File: src/rtl/strap_cfg_pkg.sv
package strap_cfg_pkg;
  parameter int unsigned MODE_W = 3;
  parameter int unsigned PAIR_N = 6;
  localparam int unsigned STRAP_W = 1 + MODE_W + PAIR_N;

  typedef struct packed {
    logic [PAIR_N-1:0] merge;
    logic [MODE_W-1:0] mode;
    logic              freq;
  } strap_t;

  typedef enum logic [2:0] {
    RA_STATUS  = 3'd0,
    RA_CLKMODE = 3'd1,
    RA_LOCK    = 3'd2,
    RA_STICKY  = 3'd3,
    RA_PLAIN   = 3'd4
  } reg_addr_e;
endpackage

File: src/rtl/strap_sync.sv
module strap_sync #(
  parameter int unsigned WIDTH  = 10,
  parameter int unsigned STAGES = 2
) (
  input  logic             clk,
  input  logic [WIDTH-1:0] din,
  output logic [WIDTH-1:0] dout
);
  for (genvar b = 0; b < WIDTH; b++) begin : g_bit
    logic [STAGES-1:0] chain_q;
    always_ff @(posedge clk) begin
      chain_q <= {chain_q[STAGES-2:0], din[b]};
    end
    assign dout[b] = chain_q[STAGES-1];
  end
endmodule

File: src/rtl/strap_capture.sv
module strap_capture
  import strap_cfg_pkg::*;
(
  input  logic   clk,
  input  logic   sw_rst,
  input  strap_t sync_i,
  output strap_t cap_o
);
  strap_t cap_q;

  // Tracks the synchronised pins for the whole reset window; the last
  // value before release is the one retained.
  always_ff @(posedge clk) begin
    if (sw_rst) cap_q <= sync_i;
  end

  assign cap_o = cap_q;

  p_status_hold_r2: assert property (@(posedge clk) disable iff (sw_rst)
    !$past(sw_rst) |-> $stable(cap_q))
    else $error("sampled vector moved outside switch reset (R2)");
endmodule

File: src/rtl/cfg_regs.sv
module cfg_regs
  import strap_cfg_pkg::*;
#(
  parameter int unsigned ADDR_W = 4,
  parameter int unsigned DATA_W = 16
) (
  input  logic              clk,
  input  logic              sw_rst,
  input  logic              part_rst,
  input  logic              hot_rst,
  input  strap_t            status_i,
  input  logic [MODE_W-1:0] strap_mode_i,
  input  logic              wr_en,
  input  logic              rd_en,
  input  logic [ADDR_W-1:0] addr,
  input  logic [DATA_W-1:0] wr_data,
  output logic [DATA_W-1:0] rd_data,
  output logic              rd_valid,
  output logic [MODE_W-1:0] clk_mode_o
);
  localparam logic [ADDR_W-1:0] A_STATUS  = ADDR_W'(RA_STATUS);
  localparam logic [ADDR_W-1:0] A_CLKMODE = ADDR_W'(RA_CLKMODE);
  localparam logic [ADDR_W-1:0] A_LOCK    = ADDR_W'(RA_LOCK);
  localparam logic [ADDR_W-1:0] A_STICKY  = ADDR_W'(RA_STICKY);
  localparam logic [ADDR_W-1:0] A_PLAIN   = ADDR_W'(RA_PLAIN);

  logic              any_rst, wr_ok;
  logic [MODE_W-1:0] mode_q;
  logic              lock_q;
  logic [DATA_W-1:0] sticky_q, plain_q, rd_mux;
  logic              unused_wr_bits;

  assign any_rst = sw_rst | part_rst | hot_rst;
  assign wr_ok   = wr_en & ~any_rst;
  assign unused_wr_bits = &{1'b0, wr_data[DATA_W-1:MODE_W]};

  // Lock-writable: only the switch fundamental reset reloads it.
  always_ff @(posedge clk) begin
    if (sw_rst)
      mode_q <= strap_mode_i;
    else if (wr_ok && addr == A_CLKMODE && !lock_q)
      mode_q <= wr_data[MODE_W-1:0];
  end

  // Ordinary class: every reset clears.
  always_ff @(posedge clk) begin
    if (any_rst) begin
      lock_q  <= 1'b0;
      plain_q <= '0;
    end else if (wr_ok) begin
      if (addr == A_LOCK)  lock_q  <= wr_data[0];
      if (addr == A_PLAIN) plain_q <= wr_data;
    end
  end

  // Sticky class: fundamental resets only.
  always_ff @(posedge clk) begin
    if (sw_rst || part_rst)
      sticky_q <= '0;
    else if (wr_ok && addr == A_STICKY)
      sticky_q <= wr_data;
  end

  always_comb begin
    rd_mux = '0;
    case (addr)
      A_STATUS:  rd_mux[STRAP_W-1:0] = status_i;
      A_CLKMODE: rd_mux[MODE_W-1:0]  = mode_q;
      A_LOCK:    rd_mux[0]           = lock_q;
      A_STICKY:  rd_mux              = sticky_q;
      A_PLAIN:   rd_mux              = plain_q;
      default:   rd_mux              = '0;
    endcase
  end

  always_ff @(posedge clk) begin
    if (any_rst) begin
      rd_valid <= 1'b0;
      rd_data  <= '0;
    end else begin
      rd_valid <= rd_en;
      if (rd_en) rd_data <= rd_mux;
    end
  end

  assign clk_mode_o = mode_q;

  p_sticky_keep_r5: assert property (@(posedge clk) disable iff (sw_rst)
    ($past(hot_rst) && !$past(part_rst) && !$past(sw_rst)) |-> $stable(sticky_q))
    else $error("sticky field changed across hot reset (R5)");

  p_rwl_keep_r6: assert property (@(posedge clk) disable iff (sw_rst)
    ($past(part_rst || hot_rst) && !$past(sw_rst)) |-> $stable(mode_q))
    else $error("clock mode changed across partition/hot reset (R6)");

  p_lock_drop_r7: assert property (@(posedge clk) disable iff (sw_rst)
    ($past(lock_q) && !$past(sw_rst)) |-> $stable(mode_q))
    else $error("clock mode written while locked (R7)");

  p_plain_clear_r8: assert property (@(posedge clk) disable iff (sw_rst)
    $past(part_rst || hot_rst) |-> (plain_q == '0))
    else $error("ordinary field survived a reset (R8)");

  p_unmapped_zero_r9: assert property (@(posedge clk) disable iff (sw_rst)
    ($past(rd_en && addr > A_PLAIN) && !$past(part_rst || hot_rst))
      |-> (rd_valid && rd_data == '0))
    else $error("unmapped read returned data (R9)");
endmodule

File: src/rtl/strap_cfg_capture.sv
module strap_cfg_capture
  import strap_cfg_pkg::*;
#(
  parameter int unsigned ADDR_W = 4,
  parameter int unsigned DATA_W = 16
) (
  input  logic              clk,
  input  logic              sw_rst,
  input  logic              part_rst,
  input  logic              hot_rst,
  input  logic              strap_freq_i,
  input  logic [MODE_W-1:0] strap_mode_i,
  input  logic [PAIR_N-1:0] strap_merge_i,
  input  logic              wr_en,
  input  logic              rd_en,
  input  logic [ADDR_W-1:0] addr,
  input  logic [DATA_W-1:0] wr_data,
  output logic [DATA_W-1:0] rd_data,
  output logic              rd_valid,
  output logic              freq_sel_o,
  output logic [MODE_W-1:0] clk_mode_o,
  output logic [PAIR_N-1:0] merge_en_o
);
  strap_t pins_raw, pins_sync, sampled;

  assign pins_raw = '{merge: strap_merge_i, mode: strap_mode_i, freq: strap_freq_i};

  strap_sync #(.WIDTH(STRAP_W), .STAGES(2)) u_sync (
    .clk (clk),
    .din (pins_raw),
    .dout(pins_sync)
  );

  strap_capture u_cap (
    .clk   (clk),
    .sw_rst(sw_rst),
    .sync_i(pins_sync),
    .cap_o (sampled)
  );

  cfg_regs #(.ADDR_W(ADDR_W), .DATA_W(DATA_W)) u_regs (
    .clk         (clk),
    .sw_rst      (sw_rst),
    .part_rst    (part_rst),
    .hot_rst     (hot_rst),
    .status_i    (sampled),
    .strap_mode_i(pins_sync.mode),
    .wr_en       (wr_en),
    .rd_en       (rd_en),
    .addr        (addr),
    .wr_data     (wr_data),
    .rd_data     (rd_data),
    .rd_valid    (rd_valid),
    .clk_mode_o  (clk_mode_o)
  );

  assign freq_sel_o = sampled.freq;
  assign merge_en_o = sampled.merge;

  p_fixed_outs_r4: assert property (@(posedge clk) disable iff (sw_rst)
    !$past(sw_rst) |-> ($stable(merge_en_o) && $stable(freq_sel_o)))
    else $error("non-overridable output changed (R4)");
endmodule

File: config.mk
export PLATFORM = sky130hd
export DESIGN_NAME = strap_cfg_capture
export DESIGN_NICKNAME = d
export VERILOG_FILES = /design/src/rtl/strap_cfg_pkg.sv /design/src/rtl/strap_sync.sv /design/src/rtl/strap_capture.sv /design/src/rtl/cfg_regs.sv /design/src/rtl/strap_cfg_capture.sv
export SDC_FILE = /design/constraint.sdc
export NUM_CORES = 1
export LEC_CHECK = 0
export BUFFER_PORTS_ARGS = -buffer_cell sky130_fd_sc_hd__buf_2
export CAP_MARGIN = 25
export CORE_MARGIN = 8
export CORE_UTILIZATION = 54
export DETAILED_ROUTE_END_ITERATION = 7
export PLACE_DENSITY = 0.78
export SYNTH_ARGS = -nofsm -noshare
export SYNTH_HDL_FRONTEND = slang
export SYNTH_SLANG_ARGS = --single-unit
File: constraint.sdc
create_clock -name clk -period 1.85 [get_ports clk]
set_input_delay 0.37 -clock clk [delete_from_list [all_inputs] [get_ports clk]]
set_output_delay 0.37 -clock clk [all_outputs]
set_load 0.005 [all_outputs]
==> results.json, run 1 <==
{
  "status": "complete, no violations",
  "drt-total-wl_mm": 7.56,
  "ioPinCount": 63,
  "final_core_util_pct": 64.7,
  "ys_seq_elements": 83,
  "worst-r2r-cell-count": 3,
  "die_area_um2": 8710,
  "cp-startpoint": "addr[2]",
  "avgRoutedWirePerCell_um": 17.5,
  "hp-class": "in2reg",
  "cap_violations": 0,
  "htreeDepth": 3,
  "final-max-slew-violation-count": 0,
  "max_stage_delay_ns": 0.55,
  "area_delta_synth_final_pct": 17.2,
  "min_period_over_period_pct": 74.6,
  "clock-sinks": 83,
  "finalClockSkew_ns": 0.00672,
  "worst_pin_slew_ns": 0.595,
  "cp-start-kind": "input port",
  "cts_max_path_buffers": 2,
  "core_um2": 5850,
  "grt_usage_pct": 17.6,
  "synth_fp_nets": 340,
  "cts_setup_buffers": 0,
  "synth-async-reset-ratio_pct": 0,
  "fp-row-count": 28,
  "viasPerCell": 5.82,
  "power_density_nw_per_um2": 975,
  "cp_max_fo": 13,
  "rsz0062_at_grt": "no",
  "drt-initial-drc-count": 189,
  "hold_viol": 0,
  "hold_depth": 1,
  "slowest_stage": "nor4b_1",
  "gp_congestion": 0.821,
  "avgSynthCellArea_um2": 10.6,
  "clockRootBuffer": "clkbuf_8",
  "crit_type": "in2reg",
  "rrSetupSlack_ns": 0.75,
  "clock_latency_ns": 0.35,
  "fill_cells": 485,
  "synth_top_area_share_pct": 43.4,
  "grt_pass1_wl_mm": 12.1,
  "r2r-start": "u_regs.clk_mode_o[1]",
  "yosysSeqAreaShare_pct": 55.5,
  "io_buffer_count": 62,
  "synth_commonest_cells": "70 x dfxtp_1, 32 x nand3_1, 23 x a21oi_1, 23 x o21ai_0, 19 x a211oi_1",
  "cts_buffers": 9,
  "crit_arrival_ns": 1.65,
  "dpl-instance-area_um2": 3540,
  "end_kind": "flip-flop",
  "clkSlewWorstSetupHoldPaths_ns": 0.08,
  "drcViolationCount": 0,
  "finalInstanceArea_um2": 3790,
  "firstDrtPassIters": 4,
  "p_leak_uw": 0.00135,
  "synth.largest_area_cell": "dfxtp_1",
  "syn-instance-count": 304,
  "num_vias": 2520,
  "synth.most_common_cell": "dfxtp_1",
  "antenna_found_initial": 0,
  "critPathRequiredTime_ns": 2.12,
  "yosys_warnings": 0,
  "dp_hpwl_mm": 5.24,
  "fin_nets": 389,
  "start_util_pct": 55.2,
  "path_buf_inv": 1,
  "fin_cells": 433,
  "grt_pass1_vias": 2557,
  "postCtsHoldBufs": 0,
  "path_cells": "buf_2, nor4b_1, a22oi_1, a211oi_1",
  "relSlewSlack_pct": 59.8,
  "grt_remaining_overflow": 0,
  "path_delay_family": "simple AND/OR/NAND/NOR gates",
  "fmax_mhz": 725,
  "grt_start_max_net_pins": 27,
  "drive_gt1_share_pct": 30.7,
  "finalSetupTns_ns": 0,
  "antenna_left": 0,
  "synth_area_um2": 3230,
  "fin_crit_ns": 1.38,
  "cts_resized": 0,
  "p_total_uw": 3690,
  "finalSetupViolCount": 0,
  "synth_edf_count": 13,
  "synth.top_cells.by_area": "dfxtp_1 43%, edfxtp_1 12%, nand3_1 5.0%, mux2_2 4.9%, a211oi_1 4.4%",
  "die_h_um": 93.3,
  "irDropWorstVdd_v": 0.000822,
  "ys.flop_type": "dfxtp_1",
  "holdPathEnd": "u_sync.g_bit[3].chain_q[0]",
  "place_inst": 417,
  "tritoncts": "yes",
  "antennaDiodeCount": 0,
  "worstHoldStart": "strap_mode_i[2]",
  "synth_cell_types": 37,
  "r2r-end": "u_regs.rd_data[1]",
  "die_w_um": 93.3
}
-- state kept, by name, summed over array words and instances (netlist names) --
signal	count
u_regs.lock_q	1
u_regs.sticky_q	16
u_cap.cap_o	10
u_regs.rd_data	16
u_regs.plain_q	16
u_regs.clk_mode_o	3
u_sync.g_bit.chain_q	20
u_regs.rd_valid	1
-- how the worst max path moves through the flow --
stage / end / slack (ns) / depth (start not counted)
floorplan: u_regs.clk_mode_o[0] / 0.23 / 4
global placement: u_regs.sticky_q[4] / 0.21 / 4
detailed placement: u_regs.sticky_q[2] / 0.16 / 4
CTS: u_regs.rd_data[1] / 0.47 / 4
global route: u_regs.rd_data[2] / 0.29 / 4
finish: u_regs.rd_data[1] / 0.47 / 4
-- routing by layer --
metal	wire, um	vias to the layer above	GRT usage [%]
met4	91	0	8.19
met5	0	-	0
met1	3170	1199	20.2
li1	-	1225	-
met3	557	12	6.49
met2	3740	84	28.3
-- placed cells by master, fill, tap and decap left out, types with 2 or more instances in the layout --
cell        n
nor2b_1     4
nand2_1     2
a22oi_1    16
o2bb2ai_1   7
or3_1       2
a21oi_1    23
clkbuf_8   10
inv_1       7
o21ai_1     9
nor3b_1     2
o32ai_1     6
o21ai_0    23
mux2_2     14
nor3_1      3
dfxtp_1    70
edfxtp_1   13
buf_4      10
and2_1      2
bufinv_16   3
nand3_1    32
a211oi_1   19
buf_2      62
-- cell type report --
cell class	count	area, um^2	area share (%)
flip-flops and latches	83	1790	47.3
clock buffers	10	138	3.64
repair buffers	73	405	10.7
clock inverters	6	111	2.94
multi-input cells	179	1220	32.2
inverters	7	26.3	0.694
well taps	75	93.8	2.48
-- power by group --
part | switching, uW | internal (uW) | total [uW]
clock network | 641 | 935 | 1580
logic | 136 | 88.3 | 224
registers | 14.4 | 1870 | 1890
total | 792 | 2900 | 3690
-- stage by stage --
step	setup slack, ns	hold slack (ns)
CTS	0.469	0.0993
finish	0.470	0.116
floorplan	0.229	0.310
global route	0.292	0.0893
detailed placement	0.157	0.312
global placement	0.207	0.311
-- cells by family (layout without fill, tap and decap cells) --
group                  after synthesis  in the layout  synth area share (%)
flip-flops                          83             83                  55.5
multiplexers                        15             15                  5.19
AND/OR/NAND/NOR                     57             57                  10.7
buffers and inverters               42             96                  7.40
AO/OA/AOI/OAI                      107            107                  21.3
Note: power is estimated with default switching activity, not from simulation.
==> run 2: changes to the inputs <==
==> constraint.sdc (replaced) <==
create_clock -name clk -period 1.4 [get_ports clk]
set_input_delay 0.28 -clock clk [delete_from_list [all_inputs] [get_ports clk]]
set_output_delay 0.28 -clock clk [all_outputs]
set_load 0.005 [all_outputs]
==> run 2 against run 1 <==
  * Largest power group unchanged
  * Count of clock-buffer cells in the layout is 2 higher
  * Critical endpoint is now freq_sel_o
  * Largest cell class unchanged
  * Non-clock buffer count rose by 28
  * Via count rose by 5.0%
==> results.json, run 2 (same netlist as run 1, synthesis figures left out) <==
{
  "firstDrtPassIters": 4,
  "cts_setup_buffers": 0,
  "crit_arrival_ns": 0.92,
  "place_inst": 445,
  "die_w_um": 93.3,
  "cp-start-kind": "flip-flop",
  "drive_gt1_share_pct": 35.2,
  "irDropWorstVdd_v": 0.000781,
  "grt_pass1_vias": 2664,
  "antenna_found_initial": 0,
  "final_cell_mix": "70 x dfxtp_1, 62 x buf_2, 38 x buf_4",
  "path_cells": "buf_2",
  "clockRootBuffer": "clkbuf_8",
  "power_density_nw_per_um2": 1180,
  "io_buffer_count": 62,
  "end_kind": "primary output",
  "slowest_stage": "edfxtp_1",
  "fin_cells": 461,
  "p_total_uw": 4680,
  "cts_resized": 0,
  "hold_viol": 0,
  "viasPerCell": 5.74,
  "rsz0062_at_grt": "no",
  "postCtsHoldBufs": 0,
  "num_vias": 2647,
  "finalSetupViolCount": 0,
  "path_delay_family": "flip-flops",
  "drcViolationCount": 0,
  "core_um2": 5850,
  "critPathRequiredTime_ns": 1.12,
  "ioPinCount": 63,
  "fin_nets": 417,
  "grt_pass1_wl_mm": 12.5,
  "finalClockSkew_ns": 0.00412,
  "fmax_mhz": 831,
  "worst_pin_slew_ns": 0.325,
  "path_buf_inv": 1,
  "area_delta_synth_final_pct": 22.6,
  "cap_violations": 0,
  "htreeDepth": 3,
  "drt-total-wl_mm": 7.87,
  "place_ws_ns": -0.146,
  "setup_slack_ns": 0.196,
  "grt_usage_pct": 18.1,
  "avgRoutedWirePerCell_um": 17.1,
  "dpl-instance-area_um2": 3750,
  "finalInstanceArea_um2": 3960,
  "die_h_um": 93.3,
  "die_area_um2": 8710,
  "final_common_cell": "dfxtp_1",
  "clkSlewWorstSetupHoldPaths_ns": 0.08,
  "cts_buffers": 9,
  "finalSetupTns_ns": 0,
  "antenna_left": 0,
  "fill_cells": 471,
  "status": "complete, no violations",
  "start_util_pct": 55.2,
  "clock_latency_ns": 0.35,
  "clock-sinks": 83,
  "gp_congestion": 0.855,
  "tritoncts": "yes",
  "fp-row-count": 28,
  "cts_max_path_buffers": 2,
  "drt-initial-drc-count": 193,
  "largest_register_ffs": 20,
  "p_leak_uw": 0.00146,
  "antennaDiodeCount": 0,
  "final-max-slew-violation-count": 0,
  "crit_type": "reg2out",
  "top_register": "u_sync.g_bit.chain_q",
  "grt_remaining_overflow": 0,
  "grt_start_max_net_pins": 26,
  "dp_hpwl_mm": 5.71,
  "fin_crit_ns": 1.20,
  "cp_max_fo": 2,
  "hp-class": "in2reg",
  "max_stage_delay_ns": 0.43,
  "min_period_over_period_pct": 86.0,
  "relSlewSlack_pct": 78.2
}
==> run 2: power breakdown <==
| group | switching [uW] | internal [uW] |
|---|---|---|
| Combinational | 194 | 163 |
| Sequential | 19.7 | 2480 |
| Clock | 820 | 1010 |
| Total | 1030 | 3650 |
==> run 2: metrics by stage <==
step                      util (%)  hold slack (ns)
after floorplan                  -            0.308
after global placement        64.1            0.310
after detailed placement      64.1            0.315
after CTS                     67.7           0.0138
after global routing          67.7          0.00657
final                         67.7           0.0294
==> run 2: final cells by class <==
type | instances | area (um^2) | area share [%]
flip-flops and latches | 83 | 1790 | 45.2
multi-input cells | 179 | 1220 | 30.9
repair buffers | 101 | 616 | 15.5
clock buffers | 12 | 135 | 3.41
well taps | 75 | 93.8 | 2.37
clock inverters | 4 | 75.1 | 1.90
inverters | 7 | 26.3 | 0.663
==> run 2: per-layer routing <==
metal | track usage, % | up-vias | share of wire, %
li1 | - | 1289 | -
met1 | 21.5 | 1254 | 43
met2 | 29.7 | 97 | 48
met3 | 5.69 | 7 | 8.1
met4 | 7.25 | 0 | 1.0
met5 | 0 | - | 0
==> run 2: worst paths after layout <==
check | from | to | slack (ns) | cells after the start
worst min register to register | u_sync.g_bit[2].chain_q[0] | u_sync.g_bit[2].chain_q[1] | 0.33 | 0
worst max-delay path | u_cap.cap_o[0] | freq_sel_o | 0.20 | 1
worst max register to register | u_cap.cap_o[0] | u_regs.rd_data[0] | 0.27 | 3
worst min-delay path | strap_merge_i[5] | u_sync.g_bit[9].chain_q[0] | 0.03 | 1
==> run 3: changes to the inputs <==
--- a/config.mk
+++ b/config.mk
@@ -10,7 +10,7 @@
 export CORE_MARGIN = 8
 export CORE_UTILIZATION = 54
 export DETAILED_ROUTE_END_ITERATION = 7
-export PLACE_DENSITY = 0.78
+export PLACE_DENSITY_LB_ADDON = 0.25
 export SYNTH_ARGS = -nofsm -noshare
 export SYNTH_HDL_FRONTEND = slang
 export SYNTH_SLANG_ARGS = --single-unit
==> run 3 against run 2 <==
  * Global-route usage up 0.75 points
  * Setup slack better by 0.0015 ns
  * Register-to-register slack better by 0.05 ns
  * Cell count down 1.1%
  * Die area unchanged
  * Count of clock-buffer cells in the layout unchanged
  * Cell area about the same
==> results.json, run 3 (same netlist as run 1, synthesis figures left out) <==
{
  "grt_pass1_vias": 2659,
  "path_buf_inv": 1,
  "num_vias": 2641,
  "grt_remaining_overflow": 0,
  "final_common_cell": "dfxtp_1",
  "finalInstanceArea_um2": 3960,
  "fp-row-count": 28,
  "setup_slack_ns": 0.197,
  "path_cells": "buf_2",
  "cts_setup_buffers": 0,
  "power_density_nw_per_um2": 1190,
  "grt_pass1_wl_mm": 13.0,
  "dpl-instance-area_um2": 3740,
  "relSlewSlack_pct": 62.1,
  "area_delta_synth_final_pct": 22.6,
  "clockRootBuffer": "clkbuf_8",
  "firstDrtPassIters": 4,
  "hold_viol": 0,
  "cp-start-kind": "flip-flop",
  "finalClockSkew_ns": 0.0132,
  "die_w_um": 93.3,
  "grt_usage_pct": 18.9,
  "crit_arrival_ns": 0.92,
  "min_period_over_period_pct": 85.9,
  "avgRoutedWirePerCell_um": 17.6,
  "cp-startpoint": "u_cap.cap_o[0]",
  "antenna_left": 0,
  "seqCellArea_um2": 1790,
  "path_delay_family": "flip-flops",
  "grt_start_max_net_pins": 26,
  "final-max-slew-violation-count": 0,
  "use_met2_pct": 29.2,
  "finalSetupViolCount": 0,
  "p_total_uw": 4700,
  "drive_gt1_share_pct": 34.9,
  "irDropWorstVdd_v": 0.000840,
  "cts_buffers": 9,
  "io_buffer_count": 62,
  "tritoncts": "yes",
  "largest_register_ffs": 20,
  "antennaDiodeCount": 0,
  "ioPinCount": 63,
  "clock_latency_ns": 0.36,
  "grt_busiest_layer": "met2",
  "worst_pin_slew_ns": 0.567,
  "r2r-start": "u_cap.cap_o[0]",
  "multiInputGateArea_um2": 1220,
  "finalSetupTns_ns": 0,
  "top_register": "u_sync.g_bit.chain_q",
  "worstHoldStart": "strap_merge_i[3]",
  "htreeDepth": 3,
  "hp-class": "in2reg",
  "grtUsageMet3_pct": 5.05,
  "fin_nets": 412,
  "viasPerCell": 5.79,
  "cts_resized": 0,
  "fmax_mhz": 832,
  "cap_violations": 0,
  "crit_type": "reg2out",
  "die_h_um": 93.3,
  "drcViolationCount": 0,
  "cp_max_fo": 2,
  "status": "complete, no violations",
  "antenna_found_initial": 0,
  "start_util_pct": 55.2,
  "final_cell_mix": "70 x dfxtp_1, 62 x buf_2, 32 x nand3_1",
  "dp_hpwl_mm": 5.60,
  "die_area_um2": 8710,
  "drt-total-wl_mm": 8.02,
  "critPathRequiredTime_ns": 1.12,
  "end_kind": "primary output",
  "slowest_stage": "edfxtp_1",
  "gp_congestion": 0.799,
  "cts_max_path_buffers": 2,
  "place_ws_ns": -0.119,
  "clkSlewWorstSetupHoldPaths_ns": 0.08,
  "rsz0062_at_grt": "no",
  "p_leak_uw": 0.00146,
  "max_stage_delay_ns": 0.43,
  "clock-sinks": 83,
  "fill_cells": 495,
  "hold_ws_ns": 0.0245,
  "grt_use_met1_pct": 24.0,
  "fin_crit_ns": 1.20,
  "drt-initial-drc-count": 117,
  "core_um2": 5850,
  "postCtsHoldBufs": 0
}
==> run 3: changes by cell type in the layout (fill, tap and decap cells not counted) <==
cell / change
clkinvlp_4: -1
clkbuf_8: +1
buf_4: -7
bufinv_16: -1
clkinv_4: +1
clkbuf_16: +1
clkbuf_1: -2
inv_6: +1
buf_12: +2
==> run 3: per-stage QoR <==
step	cells	util, %
floorplan	304	-
finish	456	67.7
detailed placement	440	63.9
global route	456	67.7
CTS	456	67.7
global placement	440	63.9
==> run 3: final timing paths <==
path                                 to  slack [ns]  cells after the start
max reg2reg           u_regs.rd_data[0]        0.32                      3
min          u_sync.g_bit[7].chain_q[0]        0.02                      1
max                          freq_sel_o        0.20                      1
min reg2reg  u_sync.g_bit[8].chain_q[1]        0.33                      0
==> run 3: layout make-up <==
type / instances / share of cell area (%)
clock buffer: 12 / 4.20
multi-input combinational: 179 / 30.9
sequential: 83 / 45.2
tap: 75 / 2.37
clock inverter: 4 / 1.39
inverter: 7 / 0.664
timing repair buffer: 96 / 15.2
==> run 3: routing by layer <==
layer  share of wire [%]  vias up
met3                 7.7       13
met5                   0        -
met4                 1.7        0
met2                  47      112
met1                  43     1244
li1                    -     1272
==> run 3: where the power goes <==
part | internal [uW] | switching [uW] | total, uW
combinational | 161 | 193 | 354
sequential | 2480 | 20.1 | 2500
clock | 992 | 856 | 1850
total | 3630 | 1070 | 4700
